==> src/rtl/alu_sel3.sv <==
module alu_sel3 #(
  parameter int WIDTH = 32
) (
  input  logic [WIDTH-1:0] op_a,
  input  logic [WIDTH-1:0] op_b,
  input  logic [2:0]       func,
  output logic [WIDTH-1:0] result,
  output logic             carry_out
);
  logic             inv_sel;
  logic [WIDTH-1:0] b_path;
  logic [WIDTH-1:0] sum;

  assign inv_sel = func[2];
  assign b_path  = inv_sel ? ~op_b : op_b;
  assign {carry_out, sum} = {1'b0, op_a} + {1'b0, b_path} + {{WIDTH{1'b0}}, inv_sel};

  always_comb begin
    if (func == 3'b011) begin
      result = '0;
    end else begin
      unique case (func[1:0])
        2'b00:   result = op_a & b_path;
        2'b01:   result = op_a | b_path;
        2'b10:   result = sum;
        default: result = {{(WIDTH-1){1'b0}}, sum[WIDTH-1]};
      endcase
    end
  end
endmodule

==> config.mk <==
export PLATFORM = sky130hd
export DESIGN_NAME = alu_sel3
export DESIGN_NICKNAME = d
export VERILOG_FILES = /design/src/rtl/alu_sel3.sv
export SDC_FILE = /design/constraint.sdc
export NUM_CORES = 1
export LEC_CHECK = 0
export ABC_AREA = 1
export BUFFER_PORTS_ARGS = -buffer_cell sky130_fd_sc_hd__buf_2
export CELL_PAD_IN_SITES_DETAIL_PLACEMENT = 1
export CELL_PAD_IN_SITES_GLOBAL_PLACEMENT = 1
export CORE_MARGIN = 10
export CORE_UTILIZATION = 33
export DETAILED_ROUTE_END_ITERATION = 16
export PLACE_DENSITY = 0.82
export SLEW_MARGIN = 10
export SYNTH_ARGS = -nofsm -noshare
export SYNTH_HDL_FRONTEND = slang
export SYNTH_SLANG_ARGS = --single-unit
==> constraint.sdc <==
create_clock -name vclk -period 4.8
set_input_delay 1.2 -clock vclk [all_inputs]
set_output_delay 1.2 -clock vclk [all_outputs]
set_load 0.005 [all_outputs]
==> flow_metrics.py <==
metrics = {
    "sta": {
        "finalCritPeriodShare_pct": 96.79,
        "setup_viol": 0,
        "worst_slew_pin_slew_ps": 625.1,
        "drv_slew": 0,
        "rsz0062_at_grt": "true",
        "fmax_mhz": 215.2,
        "hold_viol": 0,
        "min_period_ps": 4646,
        "slew-limit-headroom_pct": 58.28,
        "whs_ps": 2894,
        "fin_ws_ps": 154.1,
    },
    "routing": {
        "antenna_left": 0,
        "drtIter0Drc": 179,
        "vias_per_cell": 5.057,
        "vias": 4339,
        "drc": 0,
        "dr.pass1.iters": 4,
        "routed_wl_um": 13550,
        "wl_per_cell_um": 15.79,
    },
    "global_routing": {
        "first_global_vias": 4744,
        "grt_overflow_total": 0,
        "grt_use_total_pct": 17.34,
        "antenna_found_initial": 0,
        "grt_pass1_wl_um": 22180,
        "grt_start_max_net_pins": 25,
    },
    "placement": {
        "dpl_cell_area_mm2": 0.004212,
        "port_buffers": 100,
        "dp_hpwl_um": 11890,
        "place_ws_ps": 42.37,
        "gp_congestion": 0.8888,
    },
    "worst_setup_path": {
        "cp-end-kind": "output pin",
        "crit_start": "func[2]",
        "crit_required_ps": 3600,
        "crit_arrival_ps": 3450,
        "cp_slowest_stage_delay_ps": 290,
        "cp-start-kind": "primary input",
        "crit_type": "in2out",
        "crit_path_cell_trace": "clkbuf_4 -> buf_12 -> xnor2_2 -> inv_1 -> ha_1 -> inv_1 -> o21ai_1 -> nand2_1 -> nand3_2 -> nand2_1 -> nand2_2 -> nand4_1 -> nand2_1 -> nand2_1 -> nand3_1 -> nand2_1 -> buf_2",
        "path_common_cell": "nand2_1",
        "cp_slowest_cell": "ha_1",
        "cp_max_fo": 18,
    },
    "synth": {
        "yosysSeqAreaShare_pct": 0,
        "syn_inst": 629,
        "syn-mean-instance-area_um2": 5.619,
        "yosys_warnings": 0,
        "syn_area_mm2": 0.003535,
        "synth_fp_nets": 761,
        "synthDistinctLibCells": 35,
    },
    "run_status": {
        "run_status": "finished, final reports clean",
    },
    "power": {
        "p_leak_uw": 0.002403,
        "finalPower_uw": 638.2,
        "vdd_drop_max_v": 0.00005236,
        "powerDensity_mw_per_mm2": 149.2,
    },
    "final_layout": {
        "nFillCells": 1508,
        "seqCellArea_um2": 0,
        "nClkBuffers": 0,
        "final_area_mm2": 0.004278,
        "drive_gt1_share_pct": 20.22,
        "nets": 856,
        "nFlopsAndLatches": 0,
        "multiInputGateArea_mm2": 0.003080,
        "antenna_cells": 0,
        "area_growth_pct": 21.03,
    },
    "floorplanning": {
        "fp.dieW_um": 123.5,
        "die_y_um": 123.5,
        "rows": 37,
        "die-area_mm2": 0.01525,
        "core_mm2": 0.01037,
        "ios": 100,
        "start_util_pct": 34.09,
    },
    "hold_path": {
        "min_path_type": "in2out",
        "hold_path.startpoint": "func[0]",
    },
    "cts": {
        "holdBufCountCts": 0,
    },
    "job": {
        "cap_violations": 0,
    },
}
cells in the final DEF (no fill, tap or decap), types with 8 or more instances in the layout:
| cell type | synthesis | routed |
|---|---|---|
| nor2_1 | 50 | 50 |
| inv_1 | 120 | 120 |
| nand3_1 | 33 | 33 |
| o21ai_0 | 29 | 28 |
| o211ai_1 | 9 | 9 |
| ha_1 | 64 | 63 |
| buf_2 | 3 | 99 |
| xnor2_1 | 32 | 27 |
| nand3b_1 | 10 | 10 |
| nand2_1 | 152 | 150 |
| or2_2 | 8 | 8 |
| a21oi_1 | 49 | 44 |
| nand2_2 | 6 | 8 |
power breakdown:
part	total (uW)	internal (uW)	switching (uW)	leakage [uW]
sequential	0	0	0	0
clock	0	0	0	0
combinational	638	244	394	0.00240
per-layer routing:
| metal | global-route usage, % | vias up | wire length, um |
|---|---|---|---|
| li1 | - | 2194 | - |
| met1 | 21.91 | 2037 | 6115 |
| met2 | 32.16 | 100 | 6701 |
| met3 | 1.459 | 8 | 624 |
| met4 | 1.601 | 0 | 104 |
| met5 | 0 | - | 0 |
cell usage after synthesis (4+ instances only):
| cell | n | share of area, % |
|---|---|---|
| o21ai_1 | 6 | 0.85 |
| nand2_2 | 6 | 1.1 |
| nand3_1 | 33 | 4.7 |
| o21ai_0 | 29 | 4.1 |
| nor2_1 | 50 | 5.3 |
| o211ai_1 | 9 | 1.9 |
| a21oi_1 | 49 | 6.9 |
| inv_1 | 120 | 13 |
| nand2_1 | 152 | 16 |
| xnor2_1 | 32 | 7.9 |
| o221ai_1 | 6 | 1.5 |
| o21bai_1 | 7 | 1.5 |
| ha_1 | 64 | 23 |
| nor3_1 | 4 | 0.57 |
| nor2_2 | 4 | 0.71 |
| clkbuf_1 | 8 | 0.85 |
| or2_2 | 8 | 1.4 |
| nand3b_1 | 10 | 2.1 |
| o22ai_1 | 5 | 0.88 |
cells by family (layout without fill, tap and decap cells):
| group | Yosys count | in the layout | share of synthesized area (%) |
|---|---|---|---|
| fa+ha+maj | 65 | 65 | 23.22 |
| xor+xnor | 34 | 34 | 8.425 |
| compound gates | 122 | 122 | 20.25 |
| simple gates | 273 | 273 | 33.45 |
| buf+inv | 135 | 228 | 14.65 |
path summary, 6_finish.rpt:
| check | endpoint | slack (ps) | cells after the start |
|---|---|---|---|
| max | result[28] | 150 | 17 |
| min | result[0] | 2890 | 5 |
worst max-delay path: cells and delay by family:
kind	cells	cell delay [ps]
compound gates	1	230
xor+xnor	1	200
fa+ha+maj	1	290
buf+inv	5	610
simple gates	9	920
cell type report:
cell class,instances,share of cell area (%)
tap,136,3.978
multi-input combinational,494,72.01
inverter,123,10.79
timing repair buffer,105,13.22
repair_timing:
item / in CTS / in global routing
buffers inserted: 0 / 0
resized for setup: 0 / 16
setup endpoints to repair: 0 / 18
through the flow:
stage | util, % | std cells | setup TNS, ps
after floorplan | - | 629 | 0
after global placement | 40.61 | 858 | 0
after detailed placement | 40.61 | 858 | 0
after CTS | 40.61 | 858 | 0
after global routing | 41.25 | 858 | -68.28
final | 41.25 | 858 | 0
No activity file was read; power rests on OpenSTA's default activity.
